[src/rtl/fbf_pkg.sv]
package fbf_pkg;

   typedef enum logic [1:0] {
      FS_IDLE = 2'd0,
      FS_REQ  = 2'd1,
      FS_DATA = 2'd2
   } fetch_state_e;

   localparam int unsigned BPP_CODE_MAX = 5;
   localparam int unsigned WORD_BITS_LOG2 = 5;

endpackage

[src/rtl/fbf_frame_size.sv]
module fbf_frame_size #(
   parameter int unsigned DIM_W = 12,
   parameter int unsigned FRM_W = 2 * DIM_W
) (
   input  logic [DIM_W-1:0] cols,
   input  logic [DIM_W-1:0] rows,
   input  logic [2:0]       bpp_code,
   output logic [FRM_W-1:0] words
);
   import fbf_pkg::*;

   localparam int unsigned PROD_W = 2 * DIM_W;
   localparam int unsigned BITS_W = PROD_W + BPP_CODE_MAX;

   if (FRM_W < PROD_W) begin : g_bad_frm_w
      $error("fbf_frame_size: FRM_W must hold cols*rows");
   end

   logic [PROD_W-1:0] pix_count;
   logic [2:0]        code_c;
   logic [BITS_W-1:0] bit_count;
   logic [BITS_W-1:0] word_count;

   always_comb begin
      pix_count  = PROD_W'(cols) * PROD_W'(rows);
      code_c     = (bpp_code > 3'(BPP_CODE_MAX)) ? 3'(BPP_CODE_MAX) : bpp_code;
      bit_count  = BITS_W'(pix_count) << code_c;
      word_count = bit_count >> WORD_BITS_LOG2;
      words      = FRM_W'(word_count);
   end

endmodule

[src/rtl/fbf_room_gate.sv]
module fbf_room_gate #(
   parameter int unsigned FIFO_DEPTH  = 64,
   parameter int unsigned BURST_LEN   = 8,
   parameter int unsigned FIFO_THRESH = FIFO_DEPTH - (2 * BURST_LEN + 3),
   parameter int unsigned LVL_W       = $clog2(FIFO_DEPTH + 1)
) (
   input  logic [LVL_W-1:0] fifo_level,
   output logic             issue_ok
);

   if (FIFO_THRESH == 0 || FIFO_THRESH > FIFO_DEPTH) begin : g_bad_thresh
      $error("fbf_room_gate: threshold must lie in 1..FIFO_DEPTH");
   end
   if (BURST_LEN > FIFO_DEPTH) begin : g_bad_depth
      $error("fbf_room_gate: FIFO must hold at least one burst");
   end

   logic below_thresh;
   assign below_thresh = fifo_level < LVL_W'(FIFO_THRESH);

   if (FIFO_THRESH + BURST_LEN <= FIFO_DEPTH) begin : g_thresh_only
      // level below threshold already leaves a full burst of space
      assign issue_ok = below_thresh;
   end else begin : g_free_check
      logic room_ok;
      assign room_ok  = ({1'b0, fifo_level} <= (LVL_W + 1)'(FIFO_DEPTH - BURST_LEN));
      assign issue_ok = below_thresh & room_ok;
   end

endmodule

[src/rtl/fbf_addr_walk.sv]
module fbf_addr_walk #(
   parameter int unsigned ADDR_W     = 32,
   parameter int unsigned FRM_W      = 24,
   parameter int unsigned BURST_LEN  = 8,
   parameter int unsigned STEP_BYTES = 32
) (
   input  logic              clk,
   input  logic              rst_n,
   input  logic              soft_rst,
   input  logic              base_load,
   input  logic [ADDR_W-1:0] base_in,
   input  logic [FRM_W-1:0]  frame_in,
   input  logic              burst_done,
   output logic [ADDR_W-1:0] cur_addr,
   output logic              armed
);

   localparam int unsigned CNT_W = FRM_W + 1;

   logic [ADDR_W-1:0] base_q;
   logic [FRM_W-1:0]  frame_q;
   logic [CNT_W-1:0]  cnt_q;
   logic [CNT_W-1:0]  cnt_nxt;
   logic              frame_end;

   assign cnt_nxt   = cnt_q + CNT_W'(BURST_LEN);
   assign frame_end = cnt_nxt >= {1'b0, frame_q};

   always_ff @(posedge clk or negedge rst_n) begin
      if (!rst_n) begin
         base_q   <= '0;
         frame_q  <= '0;
         cnt_q    <= '0;
         cur_addr <= '0;
         armed    <= 1'b0;
      end else if (soft_rst) begin
         cnt_q    <= '0;
         cur_addr <= base_q;
      end else if (base_load) begin
         base_q   <= base_in;
         frame_q  <= frame_in;
         cnt_q    <= '0;
         cur_addr <= base_in;
         armed    <= 1'b1;
      end else if (burst_done) begin
         if (frame_end) begin
            cnt_q    <= '0;
            cur_addr <= base_q;
         end else begin
            cnt_q    <= cnt_nxt;
            cur_addr <= cur_addr + ADDR_W'(STEP_BYTES);
         end
      end
   end

   // the running count never sits at or past the frame end
   a_r6_count_in_frame: assert property (@(posedge clk) disable iff (!rst_n)
      (cnt_q == '0) || (cnt_q < {1'b0, frame_q}));

   // a DMA reset rewinds the pointer to the loaded base
   a_r10_rewind: assert property (@(posedge clk) disable iff (!rst_n)
      soft_rst |=> (cur_addr == base_q));

endmodule

[src/rtl/fbf_burst_fetch.sv]
module fbf_burst_fetch #(
   parameter int unsigned ADDR_W      = 32,
   parameter int unsigned DATA_W      = 32,
   parameter int unsigned BURST_LEN   = 8,
   parameter int unsigned FIFO_DEPTH  = 64,
   parameter int unsigned FIFO_THRESH = FIFO_DEPTH - (2 * BURST_LEN + 3),
   parameter int unsigned DIM_W       = 12,
   parameter int unsigned FRM_W       = 2 * DIM_W
) (
   input  logic                               clk,
   input  logic                               rst_n,
   input  logic                               soft_rst,
   input  logic                               cfg_enable,
   input  logic                               cfg_base_load,
   input  logic [ADDR_W-1:0]                  cfg_base_addr,
   input  logic [DIM_W-1:0]                   cfg_cols,
   input  logic [DIM_W-1:0]                   cfg_rows,
   input  logic [2:0]                         cfg_bpp_code,
   input  logic [$clog2(FIFO_DEPTH+1)-1:0]    fifo_level,
   output logic                               fifo_wr_en,
   output logic [DATA_W-1:0]                  fifo_wr_data,
   output logic                               mem_req,
   output logic [ADDR_W-1:0]                  mem_addr,
   output logic [$clog2(BURST_LEN)-1:0]       mem_len,
   input  logic                               mem_gnt,
   input  logic                               mem_rvalid,
   input  logic [DATA_W-1:0]                  mem_rdata
);
   import fbf_pkg::*;

   localparam int unsigned LVL_W      = $clog2(FIFO_DEPTH + 1);
   localparam int unsigned LEN_W      = $clog2(BURST_LEN);
   localparam int unsigned BLEN_M1    = BURST_LEN - 1;
   localparam int unsigned STEP_BYTES = BURST_LEN * (DATA_W / 8);

   if (BURST_LEN < 2 || (BURST_LEN & (BURST_LEN - 1)) != 0) begin : g_bad_burst
      $error("fbf_burst_fetch: BURST_LEN must be a power of two, at least 2");
   end
   if (DATA_W % 8 != 0) begin : g_bad_data_w
      $error("fbf_burst_fetch: DATA_W must be whole bytes");
   end

   fetch_state_e      state_q;
   logic [LEN_W-1:0]  beat_q;
   logic              issue_ok;
   logic              armed;
   logic              burst_done;
   logic [FRM_W-1:0]  frame_words;
   logic [ADDR_W-1:0] cur_addr;

   fbf_frame_size #(
      .DIM_W (DIM_W),
      .FRM_W (FRM_W)
   ) u_size (
      .cols     (cfg_cols),
      .rows     (cfg_rows),
      .bpp_code (cfg_bpp_code),
      .words    (frame_words)
   );

   fbf_room_gate #(
      .FIFO_DEPTH  (FIFO_DEPTH),
      .BURST_LEN   (BURST_LEN),
      .FIFO_THRESH (FIFO_THRESH),
      .LVL_W       (LVL_W)
   ) u_gate (
      .fifo_level (fifo_level),
      .issue_ok   (issue_ok)
   );

   fbf_addr_walk #(
      .ADDR_W     (ADDR_W),
      .FRM_W      (FRM_W),
      .BURST_LEN  (BURST_LEN),
      .STEP_BYTES (STEP_BYTES)
   ) u_walk (
      .clk        (clk),
      .rst_n      (rst_n),
      .soft_rst   (soft_rst),
      .base_load  (cfg_base_load),
      .base_in    (cfg_base_addr),
      .frame_in   (frame_words),
      .burst_done (burst_done),
      .cur_addr   (cur_addr),
      .armed      (armed)
   );

   always_ff @(posedge clk or negedge rst_n) begin
      if (!rst_n) begin
         state_q <= FS_IDLE;
         beat_q  <= '0;
      end else if (soft_rst) begin
         state_q <= FS_IDLE;
         beat_q  <= '0;
      end else begin
         case (state_q)
            FS_IDLE: begin
               if (cfg_enable && armed && issue_ok) state_q <= FS_REQ;
            end
            FS_REQ: begin
               if (mem_gnt) begin
                  state_q <= FS_DATA;
                  beat_q  <= LEN_W'(BLEN_M1);
               end
            end
            FS_DATA: begin
               if (mem_rvalid) begin
                  if (beat_q == '0) state_q <= FS_IDLE;
                  else              beat_q  <= beat_q - 1'b1;
               end
            end
            default: state_q <= FS_IDLE;
         endcase
      end
   end

   assign burst_done   = (state_q == FS_DATA) && mem_rvalid && (beat_q == '0);
   assign mem_req      = (state_q == FS_REQ);
   assign mem_addr     = cur_addr;
   assign mem_len      = LEN_W'(BLEN_M1);
   assign fifo_wr_en   = (state_q == FS_DATA) && mem_rvalid;
   assign fifo_wr_data = mem_rdata;

   // a pending request is held until granted
   a_r8_req_hold: assert property (@(posedge clk) disable iff (!rst_n)
      (mem_req && !mem_gnt && !soft_rst) |=> mem_req);

   // the address does not move under a pending request
   a_r8_addr_hold: assert property (@(posedge clk) disable iff (!rst_n)
      (mem_req && !mem_gnt && !soft_rst && !cfg_base_load) |=> $stable(mem_addr));

   // a new request only follows an open room gate
   a_r7_issue_gate: assert property (@(posedge clk) disable iff (!rst_n)
      $rose(mem_req) |-> $past(issue_ok));

   // a new request needs enable and a loaded base
   a_r2_armed_enabled: assert property (@(posedge clk) disable iff (!rst_n)
      $rose(mem_req) |-> ($past(cfg_enable) && $past(armed)));

   // DMA reset leaves no request and no write behind
   a_r10_soft_quiet: assert property (@(posedge clk) disable iff (!rst_n)
      soft_rst |=> (!mem_req && !fifo_wr_en));

endmodule

[config.mk]
export PLATFORM = sky130hd
export DESIGN_NAME = fbf_burst_fetch
export DESIGN_NICKNAME = d
export VERILOG_FILES = /design/src/rtl/fbf_pkg.sv /design/src/rtl/fbf_frame_size.sv /design/src/rtl/fbf_room_gate.sv /design/src/rtl/fbf_addr_walk.sv /design/src/rtl/fbf_burst_fetch.sv
export SDC_FILE = /design/constraint.sdc
export NUM_CORES = 1
export LEC_CHECK = 0
export BUFFER_PORTS_ARGS = -buffer_cell sky130_fd_sc_hd__buf_4
export CORE_UTILIZATION = 60
export CTS_BUF_LIST = sky130_fd_sc_hd__clkbuf_16
export DETAILED_ROUTE_END_ITERATION = 8
export GPL_TIMING_DRIVEN = 0
export PLACE_DENSITY = 0.81
export SLEW_MARGIN = 40
export SYNTH_ARGS = -nofsm -noshare
export SYNTH_HDL_FRONTEND = slang
export SYNTH_SLANG_ARGS = --single-unit
[constraint.sdc]
create_clock -name clk -period 5.4 [get_ports clk]
set_input_delay 0.54 -clock clk [delete_from_list [all_inputs] [get_ports clk]]
set_output_delay 0.54 -clock clk [all_outputs]
set_load 0.02 [all_outputs]
Word level (Yosys, flattened, before mapping). Cells that the tools add are included.

Muxes and demuxes: 20. $add $sub $neg: 3. Magnitude comparators: 3. Equality and inequality tests: 7. Bitwise logic cells: 1. Multiply operators: 1. Shifts and indexed selects: 1. Reductions and logical operators: 11.

Operators by type and width (number): 32-bit 2-to-1 mux (4); 25-bit 2-to-1 mux (4); 32-bit by 6-bit adder with 32-bit output (second input constant) (1); 24-bit by 3-bit << shifter with 29-bit output (1); 25-bit by 4-bit adder with 25-bit output (second input constant) (1); 25-bit by 24-bit >= comparator with 1-bit output (1); 12-bit by 12-bit multiplier with 24-bit output (1); 3-bit 2-to-1 mux (5); 2-bit 2-to-1 mux (5); 3-bit inequality test (second input constant) (3); 4-bit AND reduction (2); 7-bit by 6-bit less-than comparator with 1-bit output (second input constant) (1); 3-bit by 2-bit inequality test with 1-bit output (second input constant) (2); 2-bit one-hot mux with 3 select lines (1); 3-bit one-hot mux with 2 select lines (1); 3-bit nonzero test (2); 1-bit logical AND (4); 3-bit > comparator (second input constant) (1); 3-bit logical NOT (1); 3-bit by 1-bit subtractor with 3-bit output (second input constant) (1); 2-bit by 1-bit equality test with 1-bit output (second input constant) (1); 2-bit equality test (second input constant) (1); 2-bit logical NOT (1); 2-bit AND reduction (1); 1-bit inverter (1).

Flip-flop bits (word level): 119. Word-level logic and storage cells: 54. Input port bits: 105.

Logic depth before layout (Yosys ltp). Gate-level depths: netlist (run 1).

Word-level depth: 6. Mapped depth: 22. Depth with buffers taken out: 20.

Modules after synthesis. From an unflattened synthesis (run 1), not the netlist that was laid out.

Cells, all modules: 1558. Area, all modules: 12739.7 um^2.

By module, submodules not included: fbf_addr_walk (cells an instance 764, seq. area each 2777.7 um^2, instances 1, area an instance 6413.7 um^2); fbf_frame_size (cells an instance 720, seq. area each 0.0 um^2, instances 1, area an instance 5660.4 um^2); fbf_burst_fetch (cells an instance 72, seq. area each 125.1 um^2, instances 1, area an instance 646.9 um^2); fbf_room_gate (cells an instance 2, seq. area each 0.0 um^2, instances 1, area an instance 18.8 um^2).

Worst setup path before layout (run 1). OpenSTA, ideal clock, no wires.

Kind: input -> register. Start: input cfg_rows[11]. End: register u_walk.frame_q[18]. Buffers on the path: 2. Path slack: -0.464 ns. Cell stages on the path: 20. Arrival: 5.800 ns. Setup time: 0.064 ns. Cell sequence: clkbuf_1 nand2_1 fa_1 fa_1 inv_1 fa_1 fa_1 inv_1 fa_1 inv_1 ha_1 clkbuf_1 and3_1 and4_1 a21boi_0 o21ai_0 a41o_1 or4_1 a32oi_1 or3_1.

Longest elaborated chain between the ends: 2.

Ends and longest elaborated chain: from (decl) (line fbf_burst_fetch.sv:17) `input logic [DIM_W-1:0] cfg_rows,`; 12-bit by 12-bit multiplier with 24-bit output (line fbf_frame_size.sv:25) `pix_count = PROD_W'(cols) * PROD_W'(rows);`; 24-bit by 3-bit << shifter with 29-bit output (line fbf_frame_size.sv:27) `bit_count = BITS_W'(pix_count) << code_c;`; to (signal assigned) (line fbf_addr_walk.sv:41) `frame_q <= frame_in;`; to (decl) (line fbf_addr_walk.sv:21) `logic [FRM_W-1:0] frame_q;`.

Every way passes these cells. A chain may end at the register's enable or synchronous reset.

Worst setup path in the final report (run 1).
Start: input cfg_cols[6]. End: register u_walk.frame_q[13].

Longest elaborated chain between the ends: 2.

Ends and longest elaborated chain: from (decl) (line fbf_burst_fetch.sv:16) `input logic [DIM_W-1:0] cfg_cols,`; 12-bit by 12-bit multiplier with 24-bit output (line fbf_frame_size.sv:25); 24-bit by 3-bit << shifter with 29-bit output (line fbf_frame_size.sv:27).

Every way passes these cells.

==> run summary, run 1 <==
Syn Area/Cell - 7.96 µm²
Die Ht - 148 µm
warnings from Yosys - 0
vias per cell - 6.14
post-route setup slack - -0.143 ps
most common cell after layout, fill and taps aside - nand2_1
WP data required - 5740 ps
Max clock buf depth - 2
initial antenna violation count - 0
GR Layer Usage met2 - 0.600
Final period util - 1.00
failing checks - design-rule violations, negative hold slack, negative setup slack
global routing's busiest layer - met2
crit path DAT - 5740 ps
Die W - 148 µm
layout cells sized above 1 - 0.194
peak supply drop - 536 µV
skew final - 13.3 ps
Most used DFF post-synth - dfrtp_1
number of flops mapped to enable cells by yosys - 0
vias in the first global route - 12365
fin cells - 2072
RSZ-0062 raised after global routing - yes
FP Rows - 53
crit start category - input pin
M1 GR Usage - 0.479
sequential area share after synthesis - 0.226
Worst Tran Pin Value - 809 ps
die area - 21900 µm²
Skew-Pair Late Insertion Delay - 440 ps
routed vias - 12728
# diodes - 0
largest net degree at the start of global routing - 73
Routed Antenna Nets - 0
drt drc - 1
# setup viols final - 1
worst hold slack - -6.06 ps
NumNets Final - 2076
total CTS buffers - 17
most frequent cells in the layout - 302 x nand2_1, 193 x buf_4, 169 x inv_1, 116 x dfrtp_1, 98 x a21oi_1
crit path max fanout - 10
fmax - 0.185 GHz
Hold-fix buffers, CTS - 0
max-cap viol count - 0
Worst Setup Path Type - input pin to flop
post-synth cell types - 71
dpl cells - 2026
Min-Delay Path Class - input pin to async pin
CTS Root Cell - clkbuf_16
Seq cells post-synth - 116
total track usage - 0.366
global route overflow - 0
DR pass1 iterations - 8
Initial DRC Count - 1098
Core ar. - 21000 µm²
first-pass GRT wire length - 62700 µm
Leak - 0.00756 µW
synthesis-to-finish area growth - 22.0%
status - complete, but fails checks
Slew Viols, Final - 0
largest area contributor in the netlist - dfrtp_1
largest cells by area after synthesis - dfrtp_1 23%, fa_1 16%, nand2_1 9.1%
starting density of the core - 0.612
clock sinks - 116
minimum clock period - 5400 ps
Fin. Hold Viols - 8
Crit. End Element - flop
GPL Wtd Cong - 0.951
Worst-path clk slew - 60 ps
Synth top area share - 0.226
Worst slew margin - 0.458
Post-Syn Area - 12800 µm²
Post-synth ARST share - 1.00
Syn Inst Count - 1611
routing usage on met3 - 0.0739
H-Tree Depth - 4
port bufs - 137
DR WL/cell - 19.6 µm
io pins - 174
CTS tree - done
Pwr per Cell Area - 549 nW/µm²
Detail Placement HPWL - 29900 µm
Routed WL - 40700 µm
==> Yosys cell counts (7+ instances only) <==
cell	number
nor2_1	94
o21a_1	9
xnor2_1	30
nand2_1	309
o221ai_1	20
nor3_1	34
clkbuf_1	74
a21oi_1	102
a211oi_1	7
o21ai_0	50
nor3b_1	8
a21o_1	16
nand4_1	12
and2_1	58
buf_4	36
fa_1	100
a21boi_0	7
a22oi_1	7
or3_1	7
and3_1	14
nand3_1	46
mux2i_1	26
inv_1	178
ha_1	87
a31oi_1	15
o211ai_1	18
buf_1	10
o22ai_1	8
nor2b_1	7
dfrtp_1	116
xor2_1	8
nand2b_1	10
buf_2	7
==> per-layer routing <==
metal,wire [µm],vias to the layer above
met5,0,-
met4,1490,0
met3,3950,157
met2,19300,797
met1,15900,6073
li1,-,5701
==> worst max-delay path: stages <==
cell,delay (ps)
buf_4,120
buf_6,140
and2_1,160
fa_1,510
fa_1,580
fa_1,460
fa_1,510
inv_2,40
fa_1,520
inv_1,60
ha_4,290
and3_4,180
and4_1,200
a21bo_4,260
nand3_4,90
a31oi_4,120
xor2_4,220
mux4_2,520
o221ai_2,210
==> final cells by class <==
type	count	area [µm²]
Clock buffer	17	425
Multi-Input combinational cell	1191	9100
Clock inverter	15	130
Timing Repair Buffer	167	1360
Tap cell	275	344
Sequential cell	116	2900
Fill cell	1549	5320
Inverter	178	668
Buffer	113	711
==> sequential cells by signal (all words and copies together) (netlist names) <==
signal,cells
state_q,2
u_walk.cur_addr,32
u_walk.frame_q,24
u_walk.armed,1
beat_q,3
u_walk.cnt_q,22
u_walk.base_q,32
==> where the power goes <==
part	switching [µW]	total, µW	internal, µW
clock	463	1100	633
combinational	3560	6350	2790
sequential	124	1140	1020
==> timing repair <==
item                                    4_1_cts  5_1_grt
endpoints found under the setup margin       16       18
pin swaps                                    14       50
endpoints found under the hold margin         0        0
resized for setup                            42       68
cloned                                        0        1
buffers inserted                              5       23
==> through the flow <==
| step | utilization | setup TNS (ps) | setup slack [ps] | total power [µW] | area, µm² |
|---|---|---|---|---|---|
| 2_1_floorplan | - | -109 | -52.8 | 4870 | 13100 |
| 3_3_place_gp | 0.689 | -8280 | -669 | 6000 | 14400 |
| 3_5_place_dp | 0.691 | -10160 | -738 | 6100 | 14500 |
| 4_1_cts | 0.725 | 0 | 2.56 | 7650 | 15200 |
| 5_1_grt | 0.746 | -798 | -156 | 9110 | 15600 |
| 6_report | 0.746 | -0.143 | -0.143 | 8590 | 15600 |
==> path summary, 6_finish.rpt <==
path | startpoint | endpoint | slack (ps) | cells after the start
worst max register to register | u_walk.cnt_q[3]$_DFFE_PN0P_ | u_walk.cur_addr[8]$_DFFE_PN0P_ | 680 | 17
min in group clk | cfg_base_addr[19] | u_walk.base_q[19]$_DFFE_PN0P_ | 300 | 3
max in group asynchronous | rst_n | u_walk.base_q[6]$_DFFE_PN0P_ | 4700 | 2
worst min-delay path | rst_n | u_walk.cnt_q[18]$_DFFE_PN0P_ | -6 | 1
worst min register to register | u_walk.armed$_DFFE_PN0P_ | u_walk.armed$_DFFE_PN0P_ | 470 | 1
worst max-delay path | cfg_cols[6] | u_walk.frame_q[13]$_DFFE_PN0P_ | -0.1 | 19
==> cells by family after synthesis <==
family          after synthesis  synth area share
other cells                   1          0.000293
buf+inv                     306             0.101
simple gates                626             0.223
mux                          31            0.0265
compound gates              306             0.155
flops                       116             0.226
xor+xnor                     38            0.0260
fa+ha+maj                   187             0.241
No activity file was read; power rests on OpenSTA's default activity.
==> run 2, diff against run 1 <==
Settings changed: BUFFER_PORTS_ARGS -buffer_cell sky130_fd_sc_hd__buf_4 to -buffer_cell sky130_fd_sc_hd__buf_2, CORE_UTILIZATION 60 to 56, PLACE_DENSITY 0.81 to 0.76.
==> run 2 against run 1 <==
  * The flow now finishes without violations
  * Utilization decreased by 5.2 points
  * Combinational power fell by 1%
  * Register-to-register slack about the same
  * Clock skew fell by 2.8 ps
  * Non-clock buffer count increased by 10
  * Worst hold slack better by 7.2 ps
  * Cell area decreased by 1.6%
  * Highest routed layer unchanged
==> run summary, run 2 (synthesized netlist as in run 1, its figures left out) <==
total track usage - 0.333 (was 0.366)
# setup viols final - 0 (was 1)
# diodes - 0 (unchanged)
port bufs - 137 (unchanged)
H-Tree Depth - 4 (unchanged)
top flop regs - u_walk.base_q (32), u_walk.cur_addr (32), u_walk.frame_q (24) (unchanged)
CTS tree - done (unchanged)
Worst Tran Pin Value - 848 ps (was 809 ps)
max-cap viol count - 0 (unchanged)
RSZ-0062 raised after global routing - yes (unchanged)
clock sinks - 116 (unchanged)
dpl cells - 2031 (was 2026)
Min-Delay Path Class - input pin to async pin (unchanged)
drt drc - 0 (was 1)
WP data required - 5760 ps (was 5740 ps)
crit start category - input pin (unchanged)
most common cell after layout, fill and taps aside - nand2_1 (unchanged)
Power, Total - 8530 µW (was 8590 µW)
peak supply drop - 554 µV (was 536 µV)
Leak - 0.00750 µW (was 0.00756 µW)
status - completed (was complete, but fails checks)
global route overflow - 0 (unchanged)
most frequent cells in the layout - 305 x nand2_1, 172 x inv_1, 131 x buf_2, 116 x dfrtp_1, 96 x a21oi_1 (was 302 x nand2_1, 193 x buf_4, 169 x inv_1, 116 x dfrtp_1, 98 x a21oi_1)
fin cells - 2087 (was 2072)
Skew-Pair Late Insertion Delay - 430 ps (was 440 ps)
Die Ht - 153 µm (was 148 µm)
top sig layer - met4 (unchanged)
Placed Area - 14100 µm² (was 14500 µm²)
Worst slew margin - 0.432 (was 0.458)
Worst Setup Path Type - input pin to flop (unchanged)
synthesis-to-finish area growth - 20.1% (was 22.0%)
Final period util - 0.994 (was 1.00)
crit path DAT - 5730 ps (was 5740 ps)
minimum clock period - 5370 ps (was 5400 ps)
post-route design area - 15400 µm² (was 15600 µm²)
Pwr per Cell Area - 554 nW/µm² (was 549 nW/µm²)
DR pass1 iterations - 7 (was 8)
crit path cell chain - clkbuf_4 > clkbuf_8 > nand2_1 > fa_1 > fa_1 > inv_1 > fa_1 > fa_1 > inv_1 > fa_1 > inv_2 > ha_4 > and3_4 > and4_1 > a21bo_4 > a2111oi_4 > o221a_4 > o22ai_2 > nor4_2 > a221o_1 (was buf_4 > buf_6 > and2_1 > fa_1 > fa_1 > fa_1 > fa_1 > inv_2 > fa_1 > inv_1 > ha_4 > and3_4 > and4_1 > a21bo_4 > nand3_4 > a31oi_4 > xor2_4 > mux4_2 > o221ai_2)
routed wl met2 - 17700 µm (was 19300 µm)
Hold-fix buffers, CTS - 0 (unchanged)
io pins - 174 (unchanged)
Die W - 153 µm (was 148 µm)
initial antenna violation count - 0 (unchanged)
Routed Antenna Nets - 0 (unchanged)
CTS Root Cell - clkbuf_16 (unchanged)
starting density of the core - 0.578 (was 0.612)
skew final - 10.5 ps (was 13.3 ps)
GPL Wtd Cong - 0.979 (was 0.951)
Worst-path clk slew - 60 ps (about the same)
Core ar. - 22200 µm² (was 21000 µm²)
fmax - 0.186 GHz (was 0.185 GHz)
CP max-delay cell - fa_1 (unchanged)
Worst path max stage delay - 540 ps (was 580 ps)
FP Rows - 54 (was 53)
CP most frequent cell - fa_1 (unchanged)
largest net degree at the start of global routing - 73 (unchanged)
die area - 23500 µm² (was 21900 µm²)
Max clock buf depth - 2 (unchanged)
vias per cell - 5.94 (was 6.14)
NumNets Final - 2086 (was 2076)
Crit. End Element - flop (unchanged)
Filler cells - 1797 (was 1549)
Initial DRC Count - 1186 (was 1098)
DR WL met3 - 3400 µm (was 3950 µm)
first-pass GRT wire length - 62300 µm (was 62700 µm)
DR WL/cell - 18.5 µm (was 19.6 µm)
routed vias - 12407 (was 12728)
Slew Viols, Final - 0 (unchanged)
Routed WL - 38700 µm (was 40700 µm)
layout cells sized above 1 - 0.196 (was 0.194)
crit path max fanout - 7 (was 10)
M1 wire length - 16300 µm (was 15900 µm)
Fin. Hold Viols - 0 (was 8)
Detail Placement HPWL - 29100 µm (was 29900 µm)
total CTS buffers - 17 (unchanged)
vias in the first global route - 12046 (was 12365)
[run 2: layer usage]
layer,GRT usage,up-vias
li1,-,5707
met1,0.449,5932
met2,0.527,653
met3,0.0675,115
met4,0.126,0
met5,0,-
[run 2: critical path, delay by kind of cell]
kind,cells,cell delay [ps]
AOI/OAI and AO/OA,5,1160
buffers and inverters,5,490
adders and majority gates,6,2830
and+or+nand+nor,4,700
[run 2: stage by stage]
stage / setup TNS (ps) / hold WS (ps) / setup slack (ps) / util
after CTS: -11.5 / 17.7 / -11.5 / 0.674
after global routing: -665 / 27.3 / -156 / 0.695
after floorplan: -109 / 244 / -52.8 / -
after global placement: -8510 / 452 / -648 / 0.636
after detailed placement: -10070 / 457 / -761 / 0.638
final: 0 / 1.18 / 30.5 / 0.695
[run 2: power breakdown]
part	switching [µW]	total [µW]	internal, µW	leakage (µW)
logic	3470	6260	2790	0.00577
registers	123	1140	1020	0.00146
clock network	453	1130	680	0.000271
[run 2: cell type report]
type	instances	area [µm²]	area share
multi-input combinational	1191	9110	0.592
tap	280	350	0.0228
sequential	116	2900	0.189
clock buffer	17	425	0.0276
buffer	114	719	0.0467
clock inverter	15	155	0.0101
inverter	178	668	0.0434
timing repair buffer	176	1060	0.0689
[run 2: timing repair]
item	CTS	global route
setup buffers	10	27
gates cloned	1	0
resized for setup	40	81
endpoints found under the setup margin	15	16
pin swaps	13	50
[run 2: worst paths after layout]
path / from / to / slack, ps / cells after the start
worst max-delay path: cfg_rows[5] / u_walk.frame_q[16]$_DFFE_PN0P_ / 30 / 20
worst min-delay path: rst_n / u_walk.cnt_q[17]$_DFFE_PN0P_ / 1 / 1
worst max register to register: u_walk.cnt_q[3]$_DFFE_PN0P_ / u_walk.cur_addr[24]$_DFFE_PN0P_ / 680 / 17
worst min register to register: state_q[1]$_DFFE_PN0P_ / state_q[0]$_DFFE_PN0P_ / 470 / 1
max in group asynchronous: rst_n / u_walk.base_q[0]$_DFFE_PN0P_ / 4690 / 2
min in group clk: cfg_base_addr[18] / u_walk.base_q[18]$_DFFE_PN0P_ / 320 / 3
==> run 3, diff against run 2 <==
Settings changed: RECOVER_POWER set to 50.
==> run 3 against run 2 <==
  * Global-route usage unchanged
  * Die area unchanged
  * Worst setup slack got worse by 8.4 ps
  * The run now ends with max-capacitance violations, max-slew violations left
  * Clock skew increased by 0.87 ps
==> run summary, run 3 (synthesized netlist as in run 1, its figures left out) <==
status - complete, but fails checks (was completed)
failing checks - max-capacitance violations, max-slew violations
R2R depth - 17 (unchanged)
die area - 23500 µm² (unchanged)
Min-Delay Path Class - input pin to flop (was input pin to async pin)
worst hold slack - 319 ps (was 1.18 ps)
vias per cell - 5.95 (was 5.94)
top flop regs - u_walk.base_q (32), u_walk.cur_addr (32), u_walk.frame_q (24) (unchanged)
Skew-Pair Late Insertion Delay - 430 ps (about the same)
# setup viols final - 0 (unchanged)
Die W - 153 µm (unchanged)
Routed Antenna Nets - 0 (unchanged)
CTS Root Cell - clkbuf_16 (unchanged)
CTS tree - done (unchanged)
total track usage - 0.333 (unchanged)
WP data required - 5760 ps (about the same)
setup slack, reg-to-reg - 690 ps (was 680 ps)
critical path depth - 20 (unchanged)
first-pass GRT wire length - 62300 µm (unchanged)
delay-heaviest family, CP - adder cells (unchanged)
fmax - 0.186 GHz (about the same)
DR pass1 iterations - 8 (was 7)
Slew Viols, Final - 119 (was 0)
global route overflow - 0 (unchanged)
# diodes - 0 (unchanged)
Die Ht - 153 µm (unchanged)
Worst Setup Path Type - input pin to flop (unchanged)
minimum clock period - 5380 ps (was 5370 ps)
post-route setup slack - 22.1 ps (was 30.5 ps)
Worst Tran Pin Value - 2480 ps (was 848 ps)
GPL Wtd Cong - 0.979 (unchanged)
max-cap viol count - 2 (was 0)
CP Capture Point - u_walk.frame_q[17]$_DFFE_PN0P_ (was u_walk.frame_q[16]$_DFFE_PN0P_)
Filler cells - 1807 (was 1797)
io pins - 174 (unchanged)
Worst path max stage delay - 540 ps (about the same)
synthesis-to-finish area growth - 19.5% (was 20.1%)
crit start category - input pin (unchanged)
peak supply drop - 554 µV (about the same)
crit path max fanout - 7 (unchanged)
Initial DRC Count - 1150 (was 1186)
NumNets Final - 2086 (unchanged)
initial antenna violation count - 0 (unchanged)
Buf+Inv Stages, Crit Path - 5 (unchanged)
Max clock buf depth - 2 (unchanged)
Pwr per Cell Area - 556 nW/µm² (was 554 nW/µm²)
Critical path origin - cfg_rows[5] (unchanged)
FP Rows - 54 (unchanged)
Core ar. - 22200 µm² (unchanged)
vias in the first global route - 12046 (unchanged)
Fin. Hold Viols - 0 (unchanged)
port bufs - 137 (unchanged)
hold_sp - cfg_base_addr[18]
most frequent cells in the layout - 305 x nand2_1, 172 x inv_1, 116 x dfrtp_1, 102 x buf_2, 96 x a21oi_1 (was 305 x nand2_1, 172 x inv_1, 131 x buf_2, 116 x dfrtp_1, 96 x a21oi_1)
Final period util - 0.996 (was 0.994)
CP most frequent cell - fa_1 (unchanged)
Hold-fix buffers, CTS - 0 (unchanged)
Leak - 0.00740 µW (was 0.00750 µW)
DR WL/cell - 18.5 µm (about the same)
Detail Placement HPWL - 29100 µm (unchanged)
routed vias - 12408 (was 12407)
reg-to-reg startpoint - u_walk.cnt_q[3]$_DFFE_PN0P_ (unchanged)
Reg-to-Reg End - u_walk.cur_addr[24]$_DFFE_PN0P_ (unchanged)
most common cell after layout, fill and taps aside - nand2_1 (unchanged)
starting density of the core - 0.578 (unchanged)
clock sinks - 116 (unchanged)
crit path DAT - 5740 ps (was 5730 ps)
Routed WL - 38500 µm (was 38700 µm)
crit path cell chain - clkbuf_4 > clkbuf_8 > nand2_1 > fa_1 > fa_1 > inv_1 > fa_1 > fa_1 > inv_1 > fa_1 > inv_2 > ha_4 > and3_4 > and4_1 > a21bo_4 > a2111oi_4 > o221a_4 > a21oi_2 > a31oi_1 > o221a_2 (was clkbuf_4 > clkbuf_8 > nand2_1 > fa_1 > fa_1 > inv_1 > fa_1 > fa_1 > inv_1 > fa_1 > inv_2 > ha_4 > and3_4 > and4_1 > a21bo_4 > a2111oi_4 > o221a_4 > o22ai_2 > nor4_2 > a221o_1)
total CTS buffers - 17 (unchanged)
dpl ws - -761 ps (unchanged)
Worst slew margin - -0.655 (was 0.432)
CP max-delay cell - fa_1 (unchanged)
skew final - 11.4 ps (was 10.5 ps)
layout cells sized above 1 - 0.179 (was 0.196)
largest net degree at the start of global routing - 73 (unchanged)
H-Tree Depth - 4 (unchanged)
Worst-path clk slew - 60 ps (about the same)
drt drc - 0 (unchanged)
RSZ-0062 raised after global routing - yes (unchanged)
Crit. End Element - flop (unchanged)
-- run 3: power breakdown --
group,total (µW),internal (µW),switching (µW)
logic,6250,2790,3460
registers,1140,1020,122
clock network,1130,680,453
total,8520,4480,4040
-- run 3: cell type report --
cell class,count,area [µm²],share of cell area
Buffer,114,719,0.0470
Clock buffer,17,425,0.0278
Clock inverter,15,155,0.0101
Inverter,178,668,0.0436
Multi-Input combinational cell,1191,9110,0.595
Sequential cell,116,2900,0.189
Tap cell,280,350,0.0229
Timing Repair Buffer,176,990,0.0646
-- run 3: repair_timing --
item                       4_1_cts  5_1_grt
resized for setup               40       81
buffers inserted                10       27
setup endpoints to repair       15       16
gates cloned                     1        0
pin swaps                       13       50
-- run 3: worst min-delay path, delay by kind of cell --
family | cells | cell delay [ps]
and+or+nand+nor | 2 | 80
buffers and inverters | 1 | 90
-- run 3: metal layers --
metal	GRT usage	part of all wire	up-vias
met3	0.0675	0.091	100
met4	0.126	0.032	0
met2	0.527	0.46	661
met1	0.449	0.42	5932
met5	0	0	-
li1	-	-	5715
-- run 3: metrics by stage --
stage	instances	power, µW	utilization	setup TNS, ps	cell area (µm²)
after floorplan	1613	4870	-	-109	13100
after global placement	2030	5920	0.636	-8510	14100
after detailed placement	2031	6030	0.638	-10070	14100
after CTS	2063	7620	0.674	-11.5	14900
after global routing	2087	9110	0.691	-665	15300
final	2087	8520	0.691	0	15300
-- run 3: worst min path at each step --
stage / endpoint / slack [ps] / cells past startpoint
after floorplan: beat_q[0]$_DFFE_PN0P_ / 240 / 0
after global placement: u_walk.base_q[25]$_DFFE_PN0P_ / 450 / 2
after detailed placement: u_walk.cnt_q[17]$_DFFE_PN0P_ / 460 / 1
after CTS: u_walk.cnt_q[17]$_DFFE_PN0P_ / 20 / 1
after global routing: u_walk.base_q[17]$_DFFE_PN0P_ / 340 / 3
final: u_walk.base_q[18]$_DFFE_PN0P_ / 320 / 3
